### src/rtl/fpi_pkg.sv
package fpi_pkg;

   typedef enum logic [2:0] {
      OP_ADDSUB = 3'd0,
      OP_MUL    = 3'd1,
      OP_DIV    = 3'd2,
      OP_SQRT   = 3'd3,
      OP_NEG    = 3'd4,
      OP_ABS    = 3'd5,
      OP_CMP    = 3'd6,
      OP_RSVD   = 3'd7
   } fp_op_e;

   localparam int N_UNITS = 6;
   localparam logic [2:0] U_ADD  = 3'd0;
   localparam logic [2:0] U_MUL  = 3'd1;
   localparam logic [2:0] U_DIV  = 3'd2;
   localparam logic [2:0] U_SQRT = 3'd3;
   localparam logic [2:0] U_SIGN = 3'd4;
   localparam logic [2:0] U_CMP  = 3'd5;

   function automatic logic [2:0] op_unit(fp_op_e op);
      case (op)
         OP_ADDSUB: return U_ADD;
         OP_MUL:    return U_MUL;
         OP_DIV:    return U_DIV;
         OP_SQRT:   return U_SQRT;
         OP_NEG,
         OP_ABS:    return U_SIGN;
         OP_CMP:    return U_CMP;
         default:   return U_ADD;
      endcase
   endfunction

   function automatic int unsigned max2(int unsigned a, int unsigned b);
      return (a > b) ? a : b;
   endfunction

endpackage

### src/rtl/fpi_ii_timer.sv
module fpi_ii_timer #(
   parameter int unsigned II = 3
) (
   input  logic clk,
   input  logic rst_n,
   input  logic issue,
   output logic free
);
   localparam int unsigned CW = (II > 2) ? $clog2(II) : 1;

   logic [CW-1:0] cnt;

   initial begin : p_param_chk
      a_r5_interval_positive: assert (II >= 1)
         else $error("initiation interval must be at least 1");
   end

   always_ff @(posedge clk) begin
      if (!rst_n)           cnt <= '0;
      else if (issue)       cnt <= CW'(II - 1);
      else if (cnt != '0)   cnt <= cnt - 1'b1;
   end

   assign free = (cnt == '0);

   // the unit never accepts an issue inside its interval window
   a_r5_no_issue_in_window: assert property (@(posedge clk) disable iff (!rst_n)
      (cnt != '0) |-> !issue);

endmodule

### src/rtl/fpi_result_sched.sv
module fpi_result_sched #(
   parameter int unsigned TAG_W = 4,
   parameter int unsigned MAXL  = 112,
   parameter int unsigned LW    = 7
) (
   input  logic             clk,
   input  logic             rst_n,
   input  logic [LW-1:0]    q_lat,
   output logic             q_busy,
   input  logic             load,
   input  logic [TAG_W-1:0] load_tag,
   output logic             res_valid,
   output logic [TAG_W-1:0] res_tag
);
   // pend_v[k] set: a result leaves k cycles from now; top entry stays empty
   logic [MAXL:0]    pend_v;
   logic [TAG_W-1:0] pend_tag [MAXL+1];
   logic [LW-1:0]    ld_idx;

   assign ld_idx = q_lat - LW'(1);
   assign q_busy = pend_v[q_lat];

   always_ff @(posedge clk) begin
      if (!rst_n) begin
         pend_v <= '0;
      end else begin
         for (int k = 0; k < int'(MAXL); k++)
            pend_v[k] <= (load && ld_idx == LW'(k)) ? 1'b1 : pend_v[k+1];
         pend_v[MAXL] <= 1'b0;
      end
   end

   always_ff @(posedge clk) begin
      for (int k = 0; k < int'(MAXL); k++)
         pend_tag[k] <= (load && ld_idx == LW'(k)) ? load_tag : pend_tag[k+1];
      pend_tag[MAXL] <= '0;
   end

   assign res_valid = pend_v[0];
   assign res_tag   = pend_tag[0];

   // a newly loaded result never lands on an occupied slot
   a_r8_no_double_book: assert property (@(posedge clk) disable iff (!rst_n)
      load |-> !pend_v[q_lat]);

endmodule

### src/rtl/fpi_adder_rsv.sv
module fpi_adder_rsv #(
   parameter int unsigned RD     = 36,
   parameter int unsigned HOLD   = 3,
   parameter int unsigned MUL_AT = 7,
   parameter int unsigned DIV_AT = 35
) (
   input  logic clk,
   input  logic rst_n,
   input  logic take_add,
   input  logic take_mul,
   input  logic take_div,
   output logic ok_add,
   output logic ok_mul,
   output logic ok_div
);
   // rsv[k] set: adder is in use k cycles from now
   logic [RD-1:0] rsv;
   logic [RD-1:0] set_v;

   initial begin : p_param_chk
      a_r9_slots_in_range: assert (MUL_AT < RD && DIV_AT < RD && HOLD <= RD && HOLD >= 1)
         else $error("adder reservation window too short");
   end

   always_comb begin
      ok_add = 1'b1;
      for (int k = 0; k < int'(HOLD); k++)
         if (rsv[k]) ok_add = 1'b0;
      ok_mul = !rsv[MUL_AT];
      ok_div = !rsv[DIV_AT];
   end

   genvar g;
   generate
      for (g = 0; g < int'(RD); g++) begin : g_set
         if (g + 1 < int'(HOLD)) begin : g_hold
            assign set_v[g] = take_add
                              | (take_mul && (g + 1 == int'(MUL_AT)))
                              | (take_div && (g + 1 == int'(DIV_AT)));
         end else begin : g_tail
            assign set_v[g] = (take_mul && (g + 1 == int'(MUL_AT)))
                              | (take_div && (g + 1 == int'(DIV_AT)));
         end
      end
   endgenerate

   always_ff @(posedge clk) begin
      if (!rst_n) rsv <= '0;
      else        rsv <= {1'b0, rsv[RD-1:1]} | set_v;
   end

   // multiply and divide claim their final adder cycle only when it is free
   a_r9_mul_slot_free: assert property (@(posedge clk) disable iff (!rst_n)
      take_mul |-> !rsv[MUL_AT]);
   a_r9_div_slot_free: assert property (@(posedge clk) disable iff (!rst_n)
      take_div |-> !rsv[DIV_AT]);

endmodule

### src/rtl/fpi_issue_ctrl.sv
module fpi_issue_ctrl
   import fpi_pkg::*;
#(
   parameter int unsigned TAG_W    = 4,
   parameter int unsigned LAT_ADD  = 4,
   parameter int unsigned II_ADD   = 3,
   parameter int unsigned LAT_MUL  = 8,
   parameter int unsigned II_MUL   = 4,
   parameter int unsigned LAT_DIV  = 36,
   parameter int unsigned II_DIV   = 35,
   parameter int unsigned LAT_SQRT = 112,
   parameter int unsigned II_SQRT  = 111,
   parameter int unsigned LAT_SIGN = 2,
   parameter int unsigned II_SIGN  = 1,
   parameter int unsigned LAT_CMP  = 3,
   parameter int unsigned II_CMP   = 2
) (
   input  logic             clk,
   input  logic             rst_n,
   input  logic             req_valid,
   input  logic [2:0]       req_op,
   input  logic [TAG_W-1:0] req_tag,
   output logic             grant,
   output logic             res_valid,
   output logic [TAG_W-1:0] res_tag
);
   localparam int unsigned MAXL = max2(max2(max2(LAT_ADD, LAT_MUL), max2(LAT_DIV, LAT_SQRT)),
                                       max2(LAT_SIGN, LAT_CMP));
   localparam int unsigned LW   = $clog2(MAXL + 1);
   localparam int unsigned RD   = max2(LAT_MUL, LAT_DIV);
   localparam int unsigned II_TBL [N_UNITS] = '{II_ADD, II_MUL, II_DIV, II_SQRT, II_SIGN, II_CMP};

   initial begin : p_param_chk
      a_r3_latency_floor: assert (LAT_ADD >= 1 && LAT_MUL >= 2 && LAT_DIV >= 2 &&
                                  LAT_SQRT >= 1 && LAT_SIGN >= 1 && LAT_CMP >= 1)
         else $error("latency parameters out of range");
   end

   fp_op_e               op;
   logic                 legal;
   logic [2:0]           unit_sel;
   logic [N_UNITS-1:0]   unit_free;
   logic [N_UNITS-1:0]   unit_issue;
   logic [LW-1:0]        sel_lat;
   logic                 slot_busy;
   logic                 ok_add, ok_mul, ok_div, adder_ok;

   assign op       = fp_op_e'(req_op);
   assign legal    = (op != OP_RSVD);
   assign unit_sel = op_unit(op);

   always_comb begin
      case (op)
         OP_ADDSUB:      begin sel_lat = LW'(LAT_ADD);  adder_ok = ok_add; end
         OP_MUL:         begin sel_lat = LW'(LAT_MUL);  adder_ok = ok_mul; end
         OP_DIV:         begin sel_lat = LW'(LAT_DIV);  adder_ok = ok_div; end
         OP_SQRT:        begin sel_lat = LW'(LAT_SQRT); adder_ok = 1'b1;   end
         OP_NEG, OP_ABS: begin sel_lat = LW'(LAT_SIGN); adder_ok = 1'b1;   end
         OP_CMP:         begin sel_lat = LW'(LAT_CMP);  adder_ok = 1'b1;   end
         default:        begin sel_lat = LW'(1);        adder_ok = 1'b0;   end
      endcase
   end

   logic sel_unit_free;
   always_comb begin
      sel_unit_free = 1'b0;
      for (int u = 0; u < N_UNITS; u++)
         if (unit_sel == 3'(u)) sel_unit_free = unit_free[u];
   end

   assign grant = rst_n && req_valid && legal && sel_unit_free && !slot_busy && adder_ok;

   genvar g;
   generate
      for (g = 0; g < N_UNITS; g++) begin : g_unit
         assign unit_issue[g] = grant && (unit_sel == 3'(g));
         fpi_ii_timer #(.II(II_TBL[g])) u_timer (
            .clk   (clk),
            .rst_n (rst_n),
            .issue (unit_issue[g]),
            .free  (unit_free[g])
         );
      end
   endgenerate

   fpi_adder_rsv #(
      .RD     (RD),
      .HOLD   (II_ADD),
      .MUL_AT (LAT_MUL - 1),
      .DIV_AT (LAT_DIV - 1)
   ) u_adder (
      .clk      (clk),
      .rst_n    (rst_n),
      .take_add (unit_issue[U_ADD]),
      .take_mul (unit_issue[U_MUL]),
      .take_div (unit_issue[U_DIV]),
      .ok_add   (ok_add),
      .ok_mul   (ok_mul),
      .ok_div   (ok_div)
   );

   fpi_result_sched #(
      .TAG_W (TAG_W),
      .MAXL  (MAXL),
      .LW    (LW)
   ) u_sched (
      .clk       (clk),
      .rst_n     (rst_n),
      .q_lat     (sel_lat),
      .q_busy    (slot_busy),
      .load      (grant),
      .load_tag  (req_tag),
      .res_valid (res_valid),
      .res_tag   (res_tag)
   );

   // no grant without a request
   a_r2_grant_needs_req: assert property (@(posedge clk) disable iff (!rst_n)
      grant |-> req_valid);
   // reserved code is never accepted
   a_r10_reserved_refused: assert property (@(posedge clk) disable iff (!rst_n)
      grant |-> (req_op != 3'd7));

endmodule

### config.mk
export PLATFORM = sky130hd
export DESIGN_NAME = fpi_issue_ctrl
export DESIGN_NICKNAME = d
export VERILOG_FILES = /design/src/rtl/fpi_pkg.sv /design/src/rtl/fpi_ii_timer.sv /design/src/rtl/fpi_result_sched.sv /design/src/rtl/fpi_adder_rsv.sv /design/src/rtl/fpi_issue_ctrl.sv
export SDC_FILE = /design/constraint.sdc
export NUM_CORES = 1
export LEC_CHECK = 0
export ABC_AREA = 1
export BUFFER_PORTS_ARGS = -buffer_cell sky130_fd_sc_hd__buf_2
export CAP_MARGIN = 20
export CORE_ASPECT_RATIO = 1.1
export CORE_MARGIN = 3
export CORE_UTILIZATION = 64
export CTS_BUF_LIST = sky130_fd_sc_hd__clkbuf_4
export DETAILED_ROUTE_END_ITERATION = 8
export GPL_TIMING_DRIVEN = 0
export PLACE_DENSITY = 0.87
export SYNTH_ARGS = -nofsm -noshare
export SYNTH_HDL_FRONTEND = slang
export SYNTH_SLANG_ARGS = --single-unit
### constraint.sdc
create_clock -name clk -period 3 [get_ports clk]
set_clock_uncertainty 0.15 [all_clocks]
set_input_delay 0.3 -clock clk [delete_from_list [all_inputs] [get_ports clk]]
set_output_delay 0.3 -clock clk [all_outputs]
set_load 0.01 [all_outputs]
==> flow_metrics.py, run 1 <==
metrics = {
    "cells_and_area": {
        "fin_cells": 2652,
        "num-fill-cells": 1882,
        "fin_nets": 2208,
        "final_area_um2": 21090,
        "most-common-layout-cells": "dfxtp_1 (612), nand2_1 (479), clkbuf_1 (330)",
        "area_delta_synth_final_pct": 13.56,
        "multi_input_area_um2": 4068,
        "regArea_um2": 12290,
        "final_common_cell": "dfxtp_1",
        "drive_above_1_share": 0.1521,
    },
    "cts": {
        "cts_tree": "done",
        "cts.sink_count": 614,
        "cts_buffers": 140,
        "clk_latency_ns": 0.79,
        "root_buffer": "clkbuf_4",
        "clockBufferDepth": 3,
        "htree_num_levels": 4,
        "clkTransAtPathRegs_ns": 0.06,
    },
    "floorplanning": {
        "rows": 64,
        "core-area_um2": 28190,
        "die_h_um": 184.6,
        "dieArea_um2": 31090,
        "io_pins": 16,
        "initial_core_util": 0.6587,
        "die_x_um": 168.4,
    },
    "global_route": {
        "first_global_vias": 13390,
        "grtUsageTotal": 0.2461,
        "grt_max_degree": 19,
        "grt_pass1_wl_mm": 61.83,
        "grt_overflow": 0,
        "antenna_found_initial": 1,
    },
    "critical_path": {
        "arrival_ns": 2.43,
        "crit_path_max_fanout": 2,
        "crit_type": "reg2out",
        "cp.required_ns": 2.55,
        "startpoint_type": "flip-flop",
        "endpoint_kind": "output pin",
    },
    "synth": {
        "synth.area.mux_share": 0,
        "synth_top_family_by_area": "simple AND/OR/NAND/NOR gates",
        "synth_nets": 2041,
        "synth_adder_area_share": 0.006065,
        "ys.flop_type": "dfxtp_1",
        "async_flop_share": 0,
        "synth_edf_count": 0,
        "synth_seq_cells": 614,
        "synthDistinctLibCells": 35,
        "synth_top_area_frac": 0.6620,
        "synth_area_leaders": "dfxtp_1 (66%), nand2_1 (9.8%), clkbuf_1 (6.7%)",
        "synth_compound_area_frac": 0.01826,
        "synth_area_per_cell_um2": 9.183,
        "synth_xor_xnor_area_share": 0.004717,
        "netlist_area_um2": 18570,
        "synth_seq_area_share": 0.6620,
        "yosys.area.top_type": "dfxtp_1",
        "synthSimpleGateAreaFrac": 0.1877,
        "syn_inst": 2022,
        "ys.warnings.count": 0,
    },
    "timing": {
        "min_period_ns": 2.885,
        "slew_headroom": 0.4572,
        "hold_viol": 0,
        "final_max_slew_viol_count": 0,
        "worstMarginPinSlew_ns": 0.8080,
        "fmax_mhz": 346.7,
        "finalCritPeriodShare": 0.9615,
        "setup_viol_count_final": 0,
    },
    "power": {
        "p_leak_nw": 9.929,
        "ir_drop_mv": 0.5930,
        "power_density_nw_per_um2": 772.1,
    },
    "placement": {
        "placedInstanceArea_um2": 19070,
        "place_hpwl_mm": 24.28,
        "gp_congestion": 0.9219,
        "io_buffers": 10,
        "dp.cells": 2395,
    },
    "detailed_routing": {
        "drt.antenna.violating_nets": 0,
        "drc_errors": 0,
        "vias_per_cell": 4.913,
        "routed-via-count": 13030,
        "wl_met3_mm": 2.585,
        "drt_iter0_drc": 938,
        "highest_layer": "met4",
        "wl_met1_mm": 15.43,
        "wl_per_cell_um": 14.41,
        "route.met2.wl_mm": 18.84,
        "wl_mm": 38.22,
        "dr.pass1.iters": 5,
    },
    "flow_run": {
        "drv_cap": 0,
    },
    "worst_hold_path": {
        "hold_class": "in2reg",
    },
    "status": {
        "outcome": "finished, final reports clean",
    },
}
==> power by group <==
group / internal, W / total, W / switching (W)
sequential: 0.00835 / 0.00844 / 0.0000944
combinational: 0.000468 / 0.00131 / 0.000840
clock: 0.00350 / 0.00653 / 0.00303
==> flip-flops by register name, indices dropped and copies added, names as in the netlist <==
signal / cells
u_sched.pend_tag: 448
u_sched.pend_v: 112
u_adder.rsv: 35
g_unit.u_timer.cnt: 19
==> metal layers <==
layer  vias to the layer above  track usage
li1                       6423            -
met4                         0       0.1257
met1                      6047       0.2857
met5                         -            0
met2                       446       0.4291
met3                       112      0.05534
==> stage by stage <==
step	util	setup TNS (ns)	hold slack, ns	setup WS (ns)	total power (W)
2_1_floorplan	-	0	0.2319	0.5606	0.009459
3_3_place_gp	0.6766	-3.042	0.2325	-0.2515	0.009683
3_5_place_dp	0.6766	-7.112	0.2354	-0.3556	0.009753
4_1_cts	0.7455	0	0.03704	0.002548	0.01631
5_1_grt	0.7480	-0.01967	0.07205	-0.01967	0.01697
6_report	0.7480	0	0.05679	0.1155	0.01628
==> cell type report <==
class / count / area share
Inverter: 194 / 0.03465
Clock inverter: 28 / 0.009791
Multi-Input combinational cell: 840 / 0.1929
Tap cell: 363 / 0.02154
Buffer: 372 / 0.07281
Antenna cell: 1 / 0.0001187
Sequential cell: 614 / 0.5831
Clock buffer: 213 / 0.07584
Timing Repair Buffer: 27 / 0.009257
==> synthesized netlist by cell type, types with 2 or more instances <==
cell type / instances
nor2_1: 47
nand3_4: 2
inv_2: 8
xor2_1: 6
buf_6: 4
nand2_1: 484
xnor2_1: 4
nand3_2: 23
ha_1: 9
buf_2: 21
o21ai_0: 12
nand2_2: 3
a21oi_1: 50
clkbuf_1: 332
clkinv_1: 4
dfxtp_1: 614
nand3_1: 35
nand4_1: 140
nor2_2: 3
nor3_1: 8
nor3_2: 3
inv_1: 182
buf_4: 16
==> worst paths after layout <==
kind                            start                  endpoint  slack [ns]  cells past startpoint
min                             rst_n        u_sched.pend_v[22]        0.06                      4
min reg2reg   u_sched.pend_tag[74][2]   u_sched.pend_tag[73][2]        0.23                      1
max reg2reg  g_unit[2].u_timer.cnt[0]  u_sched.pend_tag[111][2]        0.19                     12
max          g_unit[2].u_timer.cnt[0]                     grant        0.12                     11
==> timing repair <==
action	CTS	global route
endpoints found under the setup margin	1	1
setup buffers	4	6
pin swaps	2	5
hold buffers	7	0
gates resized for setup	10	12
hold endpoints to repair	41	0
==> critical path, cell delays in order, from the launching register on <==
cell	delay (ns)
dfxtp_2	0.33
inv_2	0.05
ha_2	0.18
nand2_2	0.07
or3_4	0.36
nand2_2	0.09
nand2_2	0.07
nand3_4	0.11
clkbuf_16	0.14
nand2_2	0.07
inv_1	0.06
buf_2	0.12
==> cells by family after synthesis <==
logic type | count (synthesis)
other | 1
DFF | 614
and+or+nand+nor | 754
buffers and inverters | 568
xor gates and xnor gates | 10
AOI/OAI and AO/OA | 66
adders and majority gates | 9
Note: power is estimated with default switching activity, not from simulation.
==> run 2: changes to the inputs <==
--- a/config.mk
+++ b/config.mk
@@ -5,7 +5,6 @@
 export SDC_FILE = /design/constraint.sdc
 export NUM_CORES = 1
 export LEC_CHECK = 0
-export ABC_AREA = 1
 export BUFFER_PORTS_ARGS = -buffer_cell sky130_fd_sc_hd__buf_2
 export CAP_MARGIN = 20
 export CORE_ASPECT_RATIO = 1.1
==> run 2 against run 1 <==
  * The run now ends with negative setup slack left
  * Critical path depth is 1 higher
  * Cell count is 19% lower
  * Register-to-register slack worse by 0.88 ns
  * Non-clock buffer count is 34 higher
  * Wire length is 1.9% lower
  * First-iteration DRC count is 31% lower
  * Sequential share of layout area is 0.32 points lower
  * Design area is 0.55% higher
  * Count of clock-buffer cells in the layout is 14 lower
  * Power is 1.7% lower
==> flow_metrics.py, run 2 <==
metrics = {
    "cts": {
        "cts_buffers": 141,
        "htree_num_levels": 4,
        "cts.sink_count": 614,
        "clkTransAtPathRegs_ns": 0.08,
        "root_buffer": "clkbuf_4",
        "clk_latency_ns": 0.81,
        "cts_tree": "done",
        "clockBufferDepth": 3,
    },
    "critical_path": {
        "startpoint_type": "flip-flop",
        "crit_path_max_incr_delay_ns": 0.44,
        "r2r_slack_ns": -0.69,
        "crit_type": "reg2reg",
        "crit_family": "simple AND/OR/NAND/NOR gates",
        "endpoint_kind": "flip-flop",
        "crit_path_top_delay_cell": "or4_4",
        "arrival_ns": 4.19,
        "path_cells": "inv_2 -> ha_4 -> or3b_4 -> or4_4 -> mux2_4 -> a211oi_4 -> buf_4 -> nand3_2 -> buf_6 -> or3_1 -> clkbuf_4 -> mux2_2",
        "crit_buf_inv": 4,
        "crit_path_max_fanout": 5,
        "cp.required_ns": 3.51,
    },
    "cells_and_area": {
        "drive_above_1_share": 0.2892,
        "utilization": 0.7818,
        "final_area_um2": 21200,
        "most-common-layout-cells": "dfxtp_1 (612), clkbuf_1 (335), clkbuf_4 (201)",
        "area_delta_synth_final_pct": 19.47,
        "top_register": "u_sched.pend_tag",
        "largest_reg_flops": 448,
        "reg_top3": "u_sched.pend_tag x448, u_sched.pend_v x112, u_adder.rsv x35",
        "final_common_cell": "dfxtp_1",
        "fin_nets": 1724,
    },
    "power": {
        "switchingPower_w": 0.003813,
        "power_density_nw_per_um2": 754.7,
        "seq_power_share": 0.529,
        "netSwitchingFraction": 0.2383,
        "combPwrFrac": 0.068,
        "clock_power_share": 0.403,
        "ir_drop_mv": 0.6102,
        "p_total_w": 0.01600,
        "p_leak_nw": 8.837,
        "p_int_w": 0.01219,
    },
    "timing": {
        "final_max_slew_viol_count": 0,
        "hold_viol": 0,
        "worstMarginPinSlew_ns": 1.290,
        "min_period_ns": 3.686,
        "setup_slack_ns": -0.6863,
        "setup_viol_count_final": 204,
        "rsz0062_at_grt": "yes",
        "finalCritPeriodShare": 1.229,
        "fmax_mhz": 271.3,
        "slew_headroom": 0.1401,
    },
    "floorplanning": {
        "die_h_um": 180.6,
        "io_pins": 16,
        "core-area_um2": 27120,
        "die_x_um": 164.8,
        "initial_core_util": 0.6544,
        "dieArea_um2": 29760,
        "rows": 63,
    },
    "synth": {
        "synth_seq_area_share": 0.6927,
        "syn_inst": 1478,
        "ys.warnings.count": 0,
        "synth_area_leaders": "dfxtp_1 (69%), mux2_2 (9.6%), clkbuf_1 (7.3%)",
        "async_flop_share": 0,
        "synth_seq_cells": 614,
        "synth_nets": 1497,
        "synth_area_per_cell_um2": 12.01,
        "synth_edf_count": 0,
        "synth_top_area_frac": 0.6927,
        "ys_top_cells_by_count": "dfxtp_1 (614), clkbuf_1 (344), mux2_2 (151), and2_1 (110), nand2_1 (38)",
        "yosys.area.top_type": "dfxtp_1",
        "netlist_area_um2": 17750,
        "synth.most_common_cell": "dfxtp_1",
        "synthDistinctLibCells": 52,
        "ys.flop_type": "dfxtp_1",
    },
    "global_route": {
        "antenna_found_initial": 1,
        "grt_max_degree": 17,
        "grt_overflow": 0,
        "grt_pass1_wl_mm": 56.26,
        "grtUsageTotal": 0.2415,
        "first_global_vias": 11550,
    },
    "detailed_routing": {
        "wl_per_cell_um": 17.45,
        "wl_mm": 37.51,
        "vias_per_cell": 4.986,
        "drt.antenna.violating_nets": 0,
        "routed-via-count": 10710,
        "drt_iter0_drc": 651,
        "dr.pass1.iters": 5,
        "drc_errors": 0,
    },
    "worst_hold_path": {
        "hold_class": "in2reg",
    },
    "placement": {
        "io_buffers": 10,
        "gp_congestion": 0.9161,
        "placedInstanceArea_um2": 18410,
        "place_hpwl_mm": 19.79,
    },
    "flow_run": {
        "drv_cap": 0,
    },
    "status": {
        "violations": "negative setup slack",
        "outcome": "finished with violations",
    },
}
## run 2: cell count changes in the layout (fill, tap and decap cells not counted), moves of 35 or more
cell	before	now
inv_1	180	15
nand2_1	479	34
nand4_1	140	1
mux2_2	0	121
and2_1	0	110
a21oi_1	50	3
nor2_1	45	10
## run 2: layout make-up
cell class                 instances  area (µm²)
sequential                       614       12290
fill                            1498        5916
multi-input combinational        495        4498
clock buffer                     199        1494
buffer                           344        1324
timing repair buffer              89       833.3
tap                              357       446.7
clock inverter                    30       227.7
inverter                          20       80.08
antenna                            1       2.502
## run 2: what timing repair did
action | CTS | global route
hold buffers | 5 | 0
buffers inserted | 54 | 22
endpoints found under the setup margin | 207 | 209
resized for setup | 49 | 50
pin swaps | 27 | 12
endpoints found under the hold margin | 70 | 0
gates cloned | 1 | 0
## run 2: layer usage
metal	vias up	global-route usage	share of wire
met3	139	0.06552	0.059
li1	5037	-	-
met4	0	0.1101	0.046
met1	5170	0.2716	0.38
met2	368	0.4232	0.52
met5	-	0	0
## run 2: path summary, 6_finish.rpt
check,endpoint,cells past startpoint,startpoint
worst max-delay path,u_sched.pend_tag[96][2],12,g_unit[3].u_timer.cnt[1]
worst min-delay path,u_sched.pend_tag[1][0],4,req_op[2]
worst max register to register,u_sched.pend_tag[96][2],12,g_unit[3].u_timer.cnt[1]
worst min register to register,u_sched.pend_tag[43][0],1,u_sched.pend_tag[44][0]
## run 2: worst register-to-register path: stages (launching register included)
cell,delay (ns)
dfxtp_2,0.32
inv_2,0.06
ha_4,0.12
or3b_4,0.37
or4_4,0.44
mux2_4,0.30
a211oi_4,0.29
buf_4,0.19
nand3_2,0.20
buf_6,0.24
or3_1,0.34
clkbuf_4,0.21
mux2_2,0.32
## run 2: metrics by stage
step | setup slack [ns] | setup TNS [ns] | hold WS, ns | cells
after floorplan | -0.2753 | -23.69 | 0.2319 | 1478
after global placement | -1.388 | -192.93 | 0.2323 | 1845
after detailed placement | -1.383 | -191.90 | 0.2380 | 1846
after CTS | -0.7403 | -75.03 | 0.04853 | 2130
after global routing | -0.7609 | -91.12 | 0.1576 | 2149
final | -0.6863 | -80.68 | 0.1886 | 2149
## run 2: logic make-up after synthesis
| logic type | after synthesis | synth area share |
|---|---|---|
| fa+ha+maj | 9 | 0.006346 |
| flops | 614 | 0.6927 |
| other cells | 1 | 0.0002113 |
| compound gates | 77 | 0.03279 |
| simple gates | 245 | 0.08736 |
| mux | 155 | 0.09808 |
| xor+xnor | 8 | 0.003949 |
| buf+inv | 369 | 0.07861 |
## run 2: power groups by stage
stage	sequential (W)	combinational (W)	clock (W)
3_5_place_dp	0.00865	0.000862	0
5_1_grt	0.00848	0.00118	0.00701
2_1_floorplan	0.00862	0.000683	0
6_report	0.00847	0.00109	0.00644
4_1_cts	0.00846	0.000979	0.00649
3_3_place_gp	0.00864	0.000815	0
